<file path="config.mk">
export PLATFORM = sky130hd
export DESIGN_NAME = wdt_guard
export DESIGN_NICKNAME = d
export VERILOG_FILES = /design/src/rtl/wdt_pkg.sv /design/src/rtl/wdt_tick_gen.sv /design/src/rtl/wdt_count.sv /design/src/rtl/wdt_clear_seq.sv /design/src/rtl/wdt_guard.sv
export SDC_FILE = /design/constraint.sdc
export NUM_CORES = 1
export LEC_CHECK = 0
export CORE_AREA = 4 4 46 48
export DETAILED_ROUTE_END_ITERATION = 8
export DIE_AREA = 0 0 50 52
export PLACE_DENSITY = 0.73
export SLEW_MARGIN = 20
export SYNTH_ARGS = -nofsm -noshare
export SYNTH_HDL_FRONTEND = slang
export SYNTH_SLANG_ARGS = --single-unit
</file>
<file path="constraint.sdc">
create_clock -name clk -period 1.88 [get_ports clk]
set_input_delay 0.282 -clock clk [delete_from_list [all_inputs] [get_ports clk]]
set_output_delay 0.282 -clock clk [all_outputs]
set_load 0.01 [all_outputs]
</file>
<file path="src/rtl/wdt_pkg.sv">
package wdt_pkg;

    // Two-step clear sequencer states
    typedef enum logic [1:0] {
        SEQ_IDLE   = 2'd0,
        SEQ_HOLD_A = 2'd1,
        SEQ_HOLD_B = 2'd2
    } seq_state_e;

    // Tick source selection
    typedef enum logic {
        SRC_SYSDIV = 1'b0,
        SRC_RTC    = 1'b1
    } tick_src_e;

endpackage

</file>
<file path="src/rtl/wdt_tick_gen.sv">
module wdt_tick_gen #(
    parameter int PRESC_W = 4
) (
    input  logic clk,
    input  logic rst_n,
    input  logic enable,
    input  logic src_rtc,
    input  logic rtc_tick,
    input  logic restart,
    output logic tick
);
    import wdt_pkg::*;

    logic      sys_tick;
    tick_src_e src;

    generate
        if (PRESC_W == 0) begin : g_nodiv
            assign sys_tick = 1'b1;
        end else begin : g_div
            localparam logic [PRESC_W-1:0] DIV_TOP = '1;
            logic [PRESC_W-1:0] div_q;

            always_ff @(posedge clk or negedge rst_n) begin
                if (!rst_n)
                    div_q <= '0;
                else if (!enable || restart)
                    div_q <= '0;
                else
                    div_q <= div_q + 1'b1;
            end

            assign sys_tick = (div_q == DIV_TOP);

            // prescaler stays at zero while disabled
            a_r10_div_idle: assert property (@(posedge clk) disable iff (!rst_n)
                !enable |=> div_q == '0);
        end
    endgenerate

    assign src = tick_src_e'(src_rtc);

    always_comb begin
        unique case (src)
            SRC_SYSDIV: tick = enable && sys_tick;
            SRC_RTC:    tick = enable && rtc_tick;
            default:    tick = 1'b0;
        endcase
    end

endmodule

</file>
<file path="src/rtl/wdt_count.sv">
module wdt_count #(
    parameter int CNT_W = 4
) (
    input  logic clk,
    input  logic rst_n,
    input  logic enable,
    input  logic tick,
    input  logic clear,
    output logic expire
);
    localparam logic [CNT_W-1:0] CNT_LAST = '1;

    logic [CNT_W-1:0] cnt_q;

    assign expire = enable && tick && !clear && (cnt_q == CNT_LAST);

    always_ff @(posedge clk or negedge rst_n) begin
        if (!rst_n)
            cnt_q <= '0;
        else if (clear || !enable)
            cnt_q <= '0;
        else if (tick)
            cnt_q <= cnt_q + 1'b1;
    end

    // the count wraps to zero on the edge of expiry
    a_r2_wrap_after_expire: assert property (@(posedge clk) disable iff (!rst_n)
        expire |=> cnt_q == '0);

    // counter held at zero while disabled
    a_r10_hold_zero: assert property (@(posedge clk) disable iff (!rst_n)
        !enable |=> cnt_q == '0);

    // a restart leaves the counter at zero
    a_r4_clear_zero: assert property (@(posedge clk) disable iff (!rst_n)
        clear |=> cnt_q == '0);

endmodule

</file>
<file path="src/rtl/wdt_clear_seq.sv">
module wdt_clear_seq (
    input  logic clk,
    input  logic rst_n,
    input  logic dual_mode,
    input  logic clr_single,
    input  logic clr_a,
    input  logic clr_b,
    input  logic expire,
    output logic clear_go
);
    import wdt_pkg::*;

    seq_state_e state_q, state_d;

    // State register
    always_ff @(posedge clk or negedge rst_n) begin
        if (!rst_n)
            state_q <= SEQ_IDLE;
        else
            state_q <= state_d;
    end

    // Next state
    always_comb begin
        state_d = state_q;
        if (!dual_mode) begin
            state_d = SEQ_IDLE;
        end else begin
            unique case (state_q)
                SEQ_IDLE: begin
                    if (clr_a && !clr_b)      state_d = SEQ_HOLD_A;   // arm_a
                    else if (clr_b && !clr_a) state_d = SEQ_HOLD_B;   // arm_b
                end
                SEQ_HOLD_A: if (clr_b) state_d = SEQ_IDLE;            // complete_b
                SEQ_HOLD_B: if (clr_a) state_d = SEQ_IDLE;            // complete_a
                default:    state_d = SEQ_IDLE;
            endcase
        end
        if (expire) state_d = SEQ_IDLE;                               // drop
    end

    // Outputs
    always_comb begin
        clear_go = 1'b0;
        if (!dual_mode) begin
            clear_go = clr_single || clr_a || clr_b;
        end else begin
            unique case (state_q)
                SEQ_IDLE:   clear_go = clr_a && clr_b;                // pair_now
                SEQ_HOLD_A: clear_go = clr_b;
                SEQ_HOLD_B: clear_go = clr_a;
                default:    clear_go = 1'b0;
            endcase
        end
    end

    // expiry drops any pending part
    a_r6_expire_drops: assert property (@(posedge clk) disable iff (!rst_n)
        expire |=> state_q == SEQ_IDLE);

    // a lone single strobe never restarts in two-step mode
    a_r5_single_ignored: assert property (@(posedge clk) disable iff (!rst_n)
        (dual_mode && clr_single && !clr_a && !clr_b) |-> !clear_go);

    // a restart in two-step mode always returns to idle
    a_r5_pair_returns: assert property (@(posedge clk) disable iff (!rst_n)
        (dual_mode && clear_go) |=> state_q == SEQ_IDLE);

endmodule

</file>
<file path="src/rtl/wdt_guard.sv">
module wdt_guard #(
    parameter int PRESC_W = 4,
    parameter int CNT_W   = 4
) (
    input  logic clk,
    input  logic rst_n,
    input  logic cfg_enable,
    input  logic cfg_src_rtc,
    input  logic cfg_dual_clear,
    input  logic rtc_tick,
    input  logic sleeping,
    input  logic halt_cmd,
    input  logic clr_single,
    input  logic clr_part_a,
    input  logic clr_part_b,
    output logic rst_req,
    output logic wake_req,
    output logic to_flag,
    output logic pdf_flag
);
    logic clear_go;
    logic tick;
    logic expire;

    wdt_clear_seq u_seq (
        .clk        (clk),
        .rst_n      (rst_n),
        .dual_mode  (cfg_dual_clear),
        .clr_single (clr_single),
        .clr_a      (clr_part_a),
        .clr_b      (clr_part_b),
        .expire     (expire),
        .clear_go   (clear_go)
    );

    wdt_tick_gen #(.PRESC_W(PRESC_W)) u_tick (
        .clk      (clk),
        .rst_n    (rst_n),
        .enable   (cfg_enable),
        .src_rtc  (cfg_src_rtc),
        .rtc_tick (rtc_tick),
        .restart  (clear_go),
        .tick     (tick)
    );

    wdt_count #(.CNT_W(CNT_W)) u_cnt (
        .clk    (clk),
        .rst_n  (rst_n),
        .enable (cfg_enable),
        .tick   (tick),
        .clear  (clear_go),
        .expire (expire)
    );

    always_ff @(posedge clk or negedge rst_n) begin
        if (!rst_n) begin
            rst_req  <= 1'b0;
            wake_req <= 1'b0;
            to_flag  <= 1'b0;
            pdf_flag <= 1'b0;
        end else begin
            rst_req  <= expire && !sleeping;
            wake_req <= expire && sleeping;
            if (clear_go)     to_flag <= 1'b0;
            else if (expire)  to_flag <= 1'b1;
            if (clear_go)      pdf_flag <= 1'b0;
            else if (halt_cmd) pdf_flag <= 1'b1;
        end
    end

    // reset and wake requests are exclusive
    a_r9_exclusive: assert property (@(posedge clk) disable iff (!rst_n)
        !(rst_req && wake_req));

    // a wake request follows a sleeping cycle
    a_r9_wake_sleep: assert property (@(posedge clk) disable iff (!rst_n)
        wake_req |-> $past(sleeping));

    // every request is backed by the time-out flag
    a_r8_req_sets_to: assert property (@(posedge clk) disable iff (!rst_n)
        (rst_req || wake_req) |-> to_flag);

    // a restart leaves both flags clear
    a_r7_clear_flags: assert property (@(posedge clk) disable iff (!rst_n)
        clear_go |=> (!to_flag && !pdf_flag));

endmodule

</file>
==> results.md <==
* Combinational Power Share at 0.149
* TritonCTS clock tree: done
* Warnings from Yosys at 0
* Final hold viol count at 0
* Final number of max-transition violations at 0
* Internal power component at ~0.47 mW
* Top post-synthesis cells by count: sky130_fd_sc_hd__dfrtp_1, sky130_fd_sc_hd__nor3_1, sky130_fd_sc_hd__nor2b_1, sky130_fd_sc_hd__o21ai_0, sky130_fd_sc_hd__ha_1
* Count of antenna-violating nets left after detailed routing at 0
* CTS Hold Bufs at 0
* Classification of the worst setup path: input port to flop
* Final worst-path setup slack at between 300 and 400 ps
* Post-place setup slack at 71.47 ps
* Leakage power total at ~0.45 nW
* Routed via count at between 600 and 700
* Series of cell instances along the critical path: clkdlybuf4s50_1, ha_1, nand4bb_1, o211ai_4, nor4b_1
* Share of synthesized cell area in full adder, half adder and majority cells at 0.06211
* Post-detail-place hpwl at ~1.2 mm
* Crit path launch type: input port
* Compound-gate portion of the synthesized area at 0.1879
* Starting density of the core at 0.4718
* Final worst path period need at between 1500 and 2000 ps
* Slowest library cell on the worst path: sky130_fd_sc_hd__clkdlybuf4s50_1
* Number of clock sinks at 14
* Final cell count without fillers at between 100 and 150
* Largest stage delay on the critical path at roughly 530 ps
* Number of gates resized after CTS at 0
* Area of the die at ~2600 sq um
* Combined area of all synthesized cells at roughly 810 sq um
* CTS H-tree depth at 1
* Setup TNS Final at 0 ps
* Fraction of synthesized cell area taken by the top area cell type at 0.4348
* Pin slew with the least headroom to its limit at approximately 600 ps
* Synthesized-area fraction occupied by xor and xnor cells at 0.02174
* Via density per instance at 5.612
* Worst EP arrival at about 1700 ps
* Register cell area after layout at about 350 sq um
* Clock transition time at the flip-flop clock pins of the worst setup and hold paths at 80 ps
* Count of inserted antenna diode cells at 0
* Required time of the critical path at 2060 ps
* Root cell of the clock tree: sky130_fd_sc_hd__clkbuf_4
* Combinational family with the most area after synthesis: simple AND/OR/NAND/NOR gates
* Number of setup buffers added after CTS at 0
* Setup repair after global routing missed its margin: false
* Routed Wire Length at between 1.5 and 2 mm
* Final standard cell utilization of the core at 0.5934
* Max-Cap Viols at 0
* Mux share of post-synthesis cell area at 0
* Worst clock skew at slightly below 0.5 ps
* Deepest clock path buffer count at 2
* Cell accounting for the most synthesized area: sky130_fd_sc_hd__dfrtp_1
* Wire length of the first global-routing pass at roughly 2.8 mm
* Part of the total power dissipated in sequential elements at 0.512
* Proportion of synthesized flip-flops having asynchronous set or reset at 1.000
* Simple-gate share of the synthesized area at 0.2842
* Tightest Hold Check Type: input port to async pin
* EDFF count, synth at 0
* Routed wire per std cell at roughly 14 um
* Global route hottest layer: met2
* Cell with the most instances after synthesis: sky130_fd_sc_hd__dfrtp_1
* Iteration count of the initial detailed-routing pass at 2
* Synthesis-to-layout area growth at 25.78%
* Pin count of the biggest net entering global routing at 15
* Global-route usage over all layers at 0.1463
* Per-instance average area after synthesis at approximately 11 sq um
* Cell area power density at between 600 and 700 nW/um^2
* Met1 GRT Util at 0.1682
* Number of inserted filler cells in the final layout at approximately 150
* Count of state elements after synthesis at 14
* Rel. slew slack at 0.6002
* Number of global-route vias before repair at around 650
* Number of standard-cell rows in the floorplan at 15
* Number of nets in the layout at roughly 110
* Main flop type after synthesis: sky130_fd_sc_hd__dfrtp_1
* Achievable frequency at 662.1 MHz
* CTS Buf Count at 3
* Port bufs at 14
* Category of the worst setup path capture point: flop
* Gate Count Post-Synth at 73
* Die extent in y at between 50 and 60 um
* DRC Markers at 0
* Number of top-level pins at 15
* Remaining global-route overflow at 0
* Initial antenna violation count at 0
* Syn nets at 88
* Switching Fraction at 0.2401
* Area occupied by multi-input gates at between 400 and 500 sq um
* Cell Count Post-Placement at between 100 and 150
* Chip width at approximately 50 um
* Placeable Area at between 1500 and 2000 sq um
* Total design power at 0.6242 mW
* Worst ir drop on vdd at approximately 0.00045 V
* Maximum fanout count along the critical path at 10
* Met3 layer usage reported by global route at 0.03438
* Final weighted congestion of routability-driven global placement at 0.8379
* Result of the run: complete, no violations
* Leading post-synthesis cells by cell area: sky130_fd_sc_hd__dfrtp_1, sky130_fd_sc_hd__ha_1, sky130_fd_sc_hd__nor3_1, sky130_fd_sc_hd__nor2b_1, sky130_fd_sc_hd__a211oi_2
* Final setup vio count at 0
* Fraction of final layout cells with drive strength greater than 1 at 0.1209
* Proportion of synthesized chip area in sequential cells at 0.4348
* Count of unique library cells instantiated by Yosys at 33
* Share of the clock period used by the worst path at 0.8034
* Met2 GRT Util at 0.2413
* Starting DRC count in detailed routing at 18
* Part of the total power dissipated in the clock network at 0.339
* Net Sw Power at around 0.15 mW
* Source-to-sink clock delay at the later pin of the worst-skew pair at 270 ps
## cell usage in the layout, fill, tap and decap left out, types with 3 or more instances in the layout
master                            count
sky130_fd_sc_hd__ha_1                 4
sky130_fd_sc_hd__a21oi_1              3
sky130_fd_sc_hd__dfrtp_1             14
sky130_fd_sc_hd__clkbuf_4             3
sky130_fd_sc_hd__nor3_1               7
sky130_fd_sc_hd__o21ai_0              5
sky130_fd_sc_hd__clkdlybuf4s50_1     14
sky130_fd_sc_hd__nor2b_1              5
## area by class of cell
class | instances | share of cell area
clock buffer | 4 | 0.03580
inverter | 2 | 0.007407
multi-input combinational | 57 | 0.4420
sequential | 14 | 0.3457
tap | 25 | 0.03086
timing repair buffer | 14 | 0.1383
## sequential cells by signal, summed over array words and instances, names as in the netlist
signal	count
wake_req	1
pdf_flag	1
u_tick.g_div.div_q	4
u_seq.state_q	2
u_cnt.cnt_q	4
to_flag	1
rst_req	1
## path summary, 6_finish.rpt
| kind | startpoint | endpoint | slack, ps | depth (start not counted) |
|---|---|---|---|---|
| max | clr_part_b | u_cnt.cnt_q[0]$_DFFE_PN0P_ | 370 | 5 |
| min | rst_n | u_cnt.cnt_q[3]$_DFFE_PN0P_ | 380 | 1 |
| max reg2reg | u_tick.g_div.div_q[0]$_DFF_PN0_ | rst_req$_DFF_PN0_ | 450 | 4 |
| min reg2reg | u_tick.g_div.div_q[0]$_DFF_PN0_ | u_tick.g_div.div_q[0]$_DFF_PN0_ | 490 | 1 |
| max in group asynchronous | rst_n | u_seq.state_q[1]$_DFFE_PN0P_ | 1110 | 1 |
| min in group clk | u_tick.g_div.div_q[0]$_DFF_PN0_ | u_tick.g_div.div_q[0]$_DFF_PN0_ | 490 | 1 |
## metal layers
| layer | vias to the layer above | routed length, um |
|---|---|---|
| li1 | 317 | - |
| met1 | 321 | 720 |
| met2 | 9 | 761 |
| met3 | 4 | 61 |
| met4 | 0 | 35 |
| met5 | - | 0 |
## power groups by stage
| stage | sequential (mW) | clock, mW | combinational [mW] |
|---|---|---|---|
| CTS | 0.319 | 0.220 | 0.0946 |
| global route | 0.322 | 0.239 | 0.104 |
| floorplan | 0.324 | 0 | 0.0457 |
| global placement | 0.324 | 0 | 0.0928 |
| detailed placement | 0.325 | 0 | 0.0947 |
| finish | 0.320 | 0.211 | 0.0932 |
## worst max-delay path, delay by kind of cell
kind | cells | cell delay, ps
AO/OA/AOI/OAI | 1 | 160
adder cells (fa/ha/maj) | 1 | 240
buffers and inverters | 1 | 530
AND/OR/NAND/NOR | 2 | 480
## logic make-up after synthesis
| family | after synthesis |
|---|---|
| flip-flops | 14 |
| adder cells (fa/ha/maj) | 4 |
| XOR/XNOR | 2 |
| AO/OA/AOI/OAI | 19 |
| buffers and inverters | 2 |
| AND/OR/NAND/NOR | 32 |
## per-stage QoR
stage	hold WS, ps	instance area, sq um
after detailed placement	481.7	977.2
after CTS	389.5	1013
after global placement	475.7	977.2
after floorplan	-13.59	805.8
final	379.9	1013
after global routing	420.3	1013
(Power assumes the default switching activity.)
